===== src/rtl/baud_pkg.sv =====
package baud_pkg;
    localparam int DEF_DIV_W      = 16;
    localparam int DEF_MOD_W      = 8;
    localparam int DEF_FRAME_BITS = 12;
    localparam int DEF_MIN_DIV    = 3;

    typedef enum logic {
        GEN_IDLE = 1'b0,
        GEN_RUN  = 1'b1
    } gen_mode_e;
endpackage


===== src/rtl/baud_mod_pick.sv =====
module baud_mod_pick #(
    parameter int MOD_W = baud_pkg::DEF_MOD_W,
    localparam int PTR_W = (MOD_W > 1) ? $clog2(MOD_W) : 1
) (
    input  logic [MOD_W-1:0] pattern,
    input  logic [PTR_W-1:0] ptr,
    output logic             mod_bit
);
    always_comb begin
        mod_bit = 1'b0;
        for (int i = 0; i < MOD_W; i++) begin
            if (ptr == PTR_W'(i)) mod_bit = pattern[i];
        end
    end
endmodule


===== src/rtl/baud_period_calc.sv =====
module baud_period_calc #(
    parameter int DIV_W   = baud_pkg::DEF_DIV_W,
    parameter int MIN_DIV = baud_pkg::DEF_MIN_DIV,
    localparam int LEN_W  = DIV_W + 1
) (
    input  logic [DIV_W-1:0] divisor,
    input  logic             mod_bit,
    output logic             div_ok,
    output logic [LEN_W-1:0] load_cnt,
    output logic [LEN_W-1:0] mid_cnt
);
    logic [LEN_W-1:0] len;

    always_comb begin
        div_ok   = ({1'b0, divisor} >= LEN_W'(MIN_DIV));
        len      = {1'b0, divisor} + LEN_W'(mod_bit);
        load_cnt = len - LEN_W'(1);
        mid_cnt  = len - (len >> 1);
    end

    // reload value stays within one cycle of the divisor
    always_comb begin
        if (div_ok) begin
            p_len_bound_r1: assert ((load_cnt + LEN_W'(1) - {1'b0, divisor}) <= LEN_W'(1));
            p_mid_nonzero_r5: assert (mid_cnt != '0);
        end
    end
endmodule


===== src/rtl/baud_mod_gen.sv =====
module baud_mod_gen #(
    parameter int DIV_W      = baud_pkg::DEF_DIV_W,
    parameter int MOD_W      = baud_pkg::DEF_MOD_W,
    parameter int FRAME_BITS = baud_pkg::DEF_FRAME_BITS,
    parameter int MIN_DIV    = baud_pkg::DEF_MIN_DIV,
    localparam int LEN_W     = DIV_W + 1,
    localparam int PTR_W     = (MOD_W > 1) ? $clog2(MOD_W) : 1,
    localparam int IDX_W     = (FRAME_BITS > 1) ? $clog2(FRAME_BITS) : 1
) (
    input  logic             clk,
    input  logic             rst_n,
    input  logic [DIV_W-1:0] divisor,
    input  logic [MOD_W-1:0] mod_pattern,
    input  logic             start,
    output logic             bit_tick,
    output logic             sample_tick,
    output logic [IDX_W-1:0] bit_idx
);
    import baud_pkg::*;

    typedef struct packed {
        gen_mode_e        mode;
        logic [LEN_W-1:0] cnt;
        logic [LEN_W-1:0] mid;
        logic [IDX_W-1:0] idx;
        logic [PTR_W-1:0] ptr;
        logic             tick;
        logic             samp;
    } gen_state_t;

    gen_state_t st_d, st_q;

    logic [PTR_W-1:0] ptr_inc;
    logic [PTR_W-1:0] ptr_sel;
    logic             mod_bit;
    logic             div_ok;
    logic [LEN_W-1:0] load_cnt;
    logic [LEN_W-1:0] mid_cnt;

    assign ptr_inc = (st_q.ptr == PTR_W'(MOD_W - 1)) ? '0 : st_q.ptr + PTR_W'(1);
    assign ptr_sel = start ? '0 : ptr_inc;

    baud_mod_pick #(.MOD_W(MOD_W)) u_pick (
        .pattern (mod_pattern),
        .ptr     (ptr_sel),
        .mod_bit (mod_bit)
    );

    baud_period_calc #(.DIV_W(DIV_W), .MIN_DIV(MIN_DIV)) u_calc (
        .divisor  (divisor),
        .mod_bit  (mod_bit),
        .div_ok   (div_ok),
        .load_cnt (load_cnt),
        .mid_cnt  (mid_cnt)
    );

    always_comb begin
        st_d      = st_q;
        st_d.tick = 1'b0;
        st_d.samp = 1'b0;
        if (!div_ok) begin
            st_d.mode = GEN_IDLE;
            st_d.cnt  = '0;
            st_d.idx  = '0;
            st_d.ptr  = '0;
        end else if (start) begin
            st_d.mode = GEN_RUN;
            st_d.cnt  = load_cnt;
            st_d.mid  = mid_cnt;
            st_d.idx  = '0;
            st_d.ptr  = '0;
        end else if (st_q.mode == GEN_RUN) begin
            if (st_q.cnt == '0) begin
                st_d.tick = 1'b1;
                if (st_q.idx == IDX_W'(FRAME_BITS - 1)) begin
                    st_d.mode = GEN_IDLE;
                    st_d.idx  = '0;
                    st_d.ptr  = '0;
                end else begin
                    st_d.idx = st_q.idx + IDX_W'(1);
                    st_d.ptr = ptr_inc;
                    st_d.cnt = load_cnt;
                    st_d.mid = mid_cnt;
                end
            end else begin
                st_d.cnt  = st_q.cnt - LEN_W'(1);
                st_d.samp = (st_q.cnt == st_q.mid);
            end
        end
    end

    always_ff @(posedge clk or negedge rst_n) begin
        if (!rst_n) begin
            st_q <= '{mode: GEN_IDLE, cnt: '0, mid: '0, idx: '0, ptr: '0, tick: 1'b0, samp: 1'b0};
        end else begin
            st_q <= st_d;
        end
    end

    assign bit_tick    = st_q.tick;
    assign sample_tick = st_q.samp;
    assign bit_idx     = st_q.idx;

    // the two strobes never share a cycle
    p_strobe_excl_r5: assert property (@(posedge clk) disable iff (!rst_n)
        !(bit_tick && sample_tick));

    // an illegal divisor silences the block at the next edge
    p_illegal_quiet_r9: assert property (@(posedge clk) disable iff (!rst_n)
        !div_ok |=> (!bit_tick && !sample_tick && bit_idx == '0));

    // an accepted start yields bit 0 and no strobe
    p_start_clean_r8: assert property (@(posedge clk) disable iff (!rst_n)
        (start && div_ok) |=> (bit_idx == '0 && !bit_tick && !sample_tick));

    // index never leaves the frame
    p_idx_range_r6: assert property (@(posedge clk) disable iff (!rst_n)
        bit_idx < IDX_W'(FRAME_BITS));

    // an expiring counter in a running frame produces a boundary strobe
    p_expire_tick_r1: assert property (@(posedge clk) disable iff (!rst_n)
        (st_q.mode == GEN_RUN && st_q.cnt == '0 && div_ok && !start) |=> bit_tick);

    // idle without a start stays quiet
    p_idle_quiet_r7: assert property (@(posedge clk) disable iff (!rst_n)
        (st_q.mode == GEN_IDLE && !start) |=> !sample_tick);

    // pointer advances in step with the index
    p_ptr_step_r3: assert property (@(posedge clk) disable iff (!rst_n)
        (bit_tick && bit_idx != '0) |-> (st_q.ptr == PTR_W'(int'(bit_idx) % MOD_W)));
endmodule


===== config.mk =====
export PLATFORM = sky130hd
export DESIGN_NAME = baud_mod_gen
export DESIGN_NICKNAME = d
export VERILOG_FILES = /design/src/rtl/baud_pkg.sv /design/src/rtl/baud_mod_pick.sv /design/src/rtl/baud_period_calc.sv /design/src/rtl/baud_mod_gen.sv
export SDC_FILE = /design/constraint.sdc
export NUM_CORES = 1
export LEC_CHECK = 0
export BUFFER_PORTS_ARGS = -buffer_cell sky130_fd_sc_hd__buf_2
export CAP_MARGIN = 20
export CORE_AREA = 5 5 116 118
export DETAILED_ROUTE_END_ITERATION = 12
export DIE_AREA = 0 0 121 123
export GPL_TIMING_DRIVEN = 1
export PLACE_DENSITY = 0.55
export SYNTH_ARGS = -nofsm -noshare
export SYNTH_HDL_FRONTEND = slang
export SYNTH_SLANG_ARGS = --single-unit

===== constraint.sdc =====
create_clock -name clk -period 6.8 [get_ports clk]
set_input_delay 0.68 -clock clk [delete_from_list [all_inputs] [get_ports clk]]
set_output_delay 0.68 -clock clk [all_outputs]
set_load 0.005 [all_outputs]

==> run metrics, run 1 <==
Area growth syn-to-layout 11.2%; Fin. Hold Viols 0; Worst Skew 0.00724 ns; relative slew slack 40.2%; sequential area share after synthesis 26.3%; pwr dens 198 nW/um^2; die height around 120 um; RR Startpoint st_q[2]; Die ar. 14900 um^2; CORE AREA 12400 um^2; synthesized cell area between 4000 and 5000 um^2; main combinational cell family by area after synthesis simple AND/OR/NAND/NOR gates; multiplexer share of the synthesized area 1.82%; I/O pins 33; Peak Freq 0.178 GHz; critical path type flop to flop; Seq pwr share 38.3%; final worst path period need 5.61 ns; vias after detailed routing 3760; Post-Syn Instances between 500 and 600; Sw Share between 30% and 40%; post-route cell area 4660 um^2; startpoint types flop; CTS Buf Count 5; dpl hpwl 8740 um; # rows 41; worst skew pair latency about 0.29 ns; clock transition at the registers of the reported paths 0.06 ns; R2R depth 19; worst-margin pin slew just under 0.9 ns; number of global-route vias before repair 3688; clock root buffer clkbuf_16; number of DRC markers in iteration 0 210; Hold Path Class input pin to asynchronous set/reset pin; fin util 37.7%; dpl ws 1.06 ns; crit end category flop; initial core utilization 33.9%; Post-CTS Hold Buffers 0; Ys Warns 0; Crit Reg-Reg Endpoint st_q[21]; FF+latch count, synth 44; Post-CTS Setup Inserts 0; Final ANT Viol Nets 0; Clk pwr share 29.9%; Final nets 601; Die Width 121 um; Switch Pwr 320 uW; Post-Syn Nets 580; initial antenna violation count 0; first-pass GRT wire length 18400 um; post-CTS sizing 0; Comb pwr share between 30% and 40%; Worst R2R Setup Slack 1.19 ns; Top FF cell, synth dfrtp_1; post-route clock period utilization 82.5%; Arr. time, crit path 5.78 ns; final setup fails 0; cell internal pwr 605 uW; compound-cell area share of the yosys netlist 19.3%; maximum buffer depth of the clock tree 2; largest net degree at the start of global routing 51; xor and xnor area share after synthesis 12.1%; CTS H-tree depth 2; CTS tree done; n_diodes 0; GRT Total Usage roughly 15%; status completed; clk sinks 44; Worst IR Drop VDD 0.0000911 V; Avg WL per Cell 15.5 um; Layout Cells excl Fill 706; EDFF count, synth 0; Worst EP required around 7 ns; Unique masters post-synth 63; Synth async-reset ratio 100%; Hold WS 0.272 ns; DP Area 4480 um^2; GR Overflow Total 0; first-pass iteration count of the detailed router 5; Post-Synth Simple-Gate Area 23.4%; Slew Limit Fails 0; final worst slack 1.19 ns; Total Wirelength 11000 um; Worst Path Max Fanout 7; share of cells above drive strength 1 11.2%; Final Wtd Congestion 0.844; Fin Setup TNS 0 ns; Total Power slightly above 900 uW; vias per cell between 5 and 6; DRC viols 0; unrepaired setup endpoints after global routing false; syn_area_per_cell 8.19 um^2; Placed Instances around 700; max_cap viols 0; port bufs 32; static leakage 2.00 nW; Adder-Cell Fraction of Synth Area 12.4%
how the worst max path moves through the flow:
stage	from	end
6_report	st_q[2]	st_q[21]
3_3_place_gp	start	st_q[21]
3_5_place_dp	start	st_q[21]
4_1_cts	st_q[2]	st_q[21]
5_1_grt	st_q[2]	st_q[21]
2_1_floorplan	st_q[2]	st_q[21]
power groups by stage:
stage / logic (mW) / clock network (mW) / registers, mW
2_1_floorplan: 0.225 / 0 / 0.336
3_3_place_gp: 0.288 / 0 / 0.357
3_5_place_dp: 0.295 / 0 / 0.358
4_1_cts: 0.295 / 0.279 / 0.354
5_1_grt: 0.335 / 0.287 / 0.361
6_report: 0.295 / 0.277 / 0.354
synthesized netlist by cell type, types with 2 or more instances:
cell,number,area [um^2]
or4_1,4,30.0
and3_1,7,43.8
nand2_1,50,188
xor2_1,24,210
a21oi_1,24,120
ha_1,40,500
xnor2_1,34,298
a21boi_0,3,22.5
inv_1,25,93.8
mux2i_1,2,20.0
nand2_2,2,12.5
or3_1,8,50.1
mux4_2,2,45.0
o22ai_1,9,56.3
a22o_1,2,17.5
o21bai_1,3,22.5
a31oi_1,4,25.0
a32o_1,3,30.0
a22oi_1,3,22.5
nor4_1,8,50.1
and4_1,4,35.0
o21a_1,5,37.5
nor3_1,22,110
o21ai_0,38,190
nor2_1,37,139
buf_4,4,30.0
a211oi_1,5,37.5
nand4_1,8,50.1
nand2b_1,7,43.8
or3b_2,2,17.5
o32ai_1,2,17.5
o311ai_0,2,17.5
dfrtp_1,44,1100
or2_2,4,25.0
a21o_1,2,15.0
clkbuf_1,10,37.5
nand3_1,27,135
buf_2,5,25.0
o211ai_1,3,22.5
layout by cell type (no fill, tap or decap), drive strengths merged, types with 3 or more instances in the layout:
cell type,instances
and4,4
clkbuf,6
and3,7
or3,9
nand2b,7
xor2,24
ha,40
o211ai,3
o21a,5
nor4,8
nand4,8
a211oi,5
nand3,27
a21oi,24
or4,4
o22ai,9
a32o,3
xnor2,34
a21boi,3
or2,4
a22oi,3
o21ai,39
nand2,52
nor3,23
o21bai,3
nor2,37
buf,34
inv,26
a31oi,4
dfrtp,44
worst max-delay path, stage by stage (launching register included):
cell and delay, ns:
dfrtp_1 0.40, ha_1 0.20, ha_1 0.18, nor3_1 0.40, mux4_2 0.56, mux2i_1 0.13
o21ai_0 0.25, ha_1 0.34, ha_1 0.22, nand3_1 0.16, nor2_1 0.11, xnor2_1 0.38
inv_1 0.15, ha_1 0.35, o21a_1 0.13, o21ai_0 0.32, nor2_1 0.10, a311o_1 0.44
a221o_1 0.32, or3_1 0.36
cell families after synthesis:
logic type / Yosys count
and+or+nand+nor: 196
AOI/OAI and AO/OA: 122
xor gates and xnor gates: 58
buffers and inverters: 46
DFF: 44
adders and majority gates: 41
muxes: 5
per-layer routing:
metal	vias to the layer above	global-route usage [%]	share of wire (%)
met5	-	0	0
met4	0	2.76	0.71
met3	5	1.83	4.5
met2	101	25.4	45
met1	1768	21.6	50
li1	1886	-	-
cell type report:
class | instances | area [um^2]
fill | 1288 | 7700
timing repair buffer | 34 | 188
inverter | 26 | 100
tap | 172 | 215
sequential | 44 | 1100
multi-input combinational | 422 | 2900
clock buffer | 6 | 129
clock inverter | 2 | 35.0
sequential cells by signal (all words and copies together) (netlist names):
| signal | cells |
|---|---|
| st_q | 38 |
| bit_idx | 4 |
| bit_tick | 1 |
| sample_tick | 1 |
Power figures use the tool's default switching activity.
==> run 2: changes to the inputs <==
- PLACE_DENSITY: 0.55 -> 0.56
- clock period: 6.8 -> 4.81 ns (I/O delays scaled with it)
==> run 2 against run 1 <==
- design area rose by 12%
- first-iteration DRC count fell by 10%
- largest power group unchanged
- utilization grew 4.5 points
- power grew 45%
- clock power up 29%
- sequential power is 41% higher
- wire length grew 6.2%
==> run metrics, run 2 (same netlist as run 1, synthesis figures left out) <==
status completed; CORE AREA 12400 um^2; vias after detailed routing 4053; static leakage 2.34 nW; Crit Reg-Reg Endpoint st_q[21]; GR Util met2 26.8%; # rows just over 40; most used cell along the critical path buf_4; worst-margin pin slew 0.951 ns; startpoint types flop; Area growth syn-to-layout 24.5%; Fin Setup TNS 0 ns; Total Wirelength 11600 um; post-route clock period utilization 95.3%; CP bufs+invs 3; Peak Freq 0.218 GHz; most frequent cells in the layout buf_4 (62), nand2_1 (50), dfrtp_1 (44); CTS tree done; Worst R2R Setup Slack 0.23 ns; first-pass iteration count of the detailed router 4; Total Power between 1 and 1.5 mW; most common cell after layout, fill and taps aside buf_4; DRC viols 0; Post-CTS Hold Buffers 0; Worst Path Max Fanout 4; Placed Instances 756; relative slew slack approximately 36%; Fin. Hold Viols 0; unrepaired setup endpoints after global routing true; pwr dens 258 nW/um^2; Final nets 662; delay-heaviest family, CP compound AO/OA/AOI/OAI gates; maximum buffer depth of the clock tree 2; max_cap viols 0; final setup fails 0; Worst Skew 0.00796 ns; critical path's slowest cell mux4_2; first-pass GRT wire length 19500 um; post-route cell area 5220 um^2; Worst IR Drop VDD 0.000148 V; RR Startpoint st_q[2]; GR Overflow Total 0; fin util 42.2%; Most flops, register st_q; met1 Usage GRT 21.2%; R2R depth 21; Hold WS between 0.05 and 0.06 ns; n_diodes 0; CP max stage delay 0.51 ns; Die ar. 14900 um^2; worst-path cell chain ha_1, ha_1, nor3_4, mux4_2, mux2i_1, o21ai_0, buf_4, ha_2, ha_2, nand3_2, buf_4, nor2_2, xnor2_2, buf_4, ha_4, o21a_1, o21ai_2, nor2_1, a311o_1, a221o_1, or3_1; clk sinks 44; I/O pins 33; final worst path period need 4.58 ns; CTS Buf Count 5; number of DRC markers in iteration 0 ~190; Avg WL per Cell 15.2 um; CTS H-tree depth 2; number of global-route vias before repair 4088; max reg flops 38; Worst EP required roughly 5 ns; clock root buffer clkbuf_16; final worst slack 0.227 ns; met3 Usage GRT around 2.1%; critical path type flop to flop; DP Area about 5000 um^2; Final ANT Viol Nets 0; crit end category flop; Layout Cells excl Fill between 700 and 800; port bufs 32; worst skew pair latency 0.29 ns; die height approximately 120 um; GRT busiest layer met2; clock transition at the registers of the reported paths 0.07 ns; Final Wtd Congestion just over 0.9; largest net degree at the start of global routing 45; GRT Total Usage 15.9%; dpl hpwl 9350 um; Slew Limit Fails 0; Arr. time, crit path about 4.8 ns; Hold Path Class input pin to asynchronous set/reset pin; dpl ws -0.189 ns; initial antenna violation count 0; share of cells above drive strength 1 23.4%; vias per cell 5.28; initial core utilization 33.9%; Die Width 121 um
## run 2: per-layer routing
layer  share of wire, %  vias up
met5                  0        -
met4                2.2        0
met3                4.6       20
met2                 47       93
met1                 47     1930
li1                   -     2010
## run 2: area by class of cell
class / instances / area (um^2)
clock buffer: 6 / 139
sequential: 44 / 1100
timing repair buffer: 95 / 646
tap: 172 / 215
multi-input combinational: 422 / 3010
clock inverter: 2 / 13.8
inverter: 26 / 100
fill: 1267 / 7140
## run 2: what timing repair did
item	CTS	global route
endpoints found under the setup margin	5	10
gates resized for setup	4	17
pin swaps	0	4
hold endpoints to repair	0	0
setup buffers	0	2
## run 2: how the worst max path moves through the flow
| stage | startpoint | endpoint | slack [ns] | cells after the start |
|---|---|---|---|---|
| 4_1_cts | st_q[2] | st_q[21] | 0.02 | 21 |
| 5_1_grt | st_q[2] | st_q[21] | -0.02 | 20 |
| 3_5_place_dp | st_q[2] | st_q[21] | -0.19 | 21 |
| 3_3_place_gp | st_q[2] | st_q[21] | -0.01 | 21 |
| 6_report | st_q[2] | st_q[21] | 0.23 | 21 |
| 2_1_floorplan | st_q[2] | st_q[21] | 0.03 | 19 |
## run 2: where the power goes
group          switching, mW  leakage (nW)  internal (mW)
clock                  0.148        0.0772          0.208
combinational          0.255          1.71          0.235
sequential            0.0716         0.547          0.428
total                  0.475          2.34          0.870
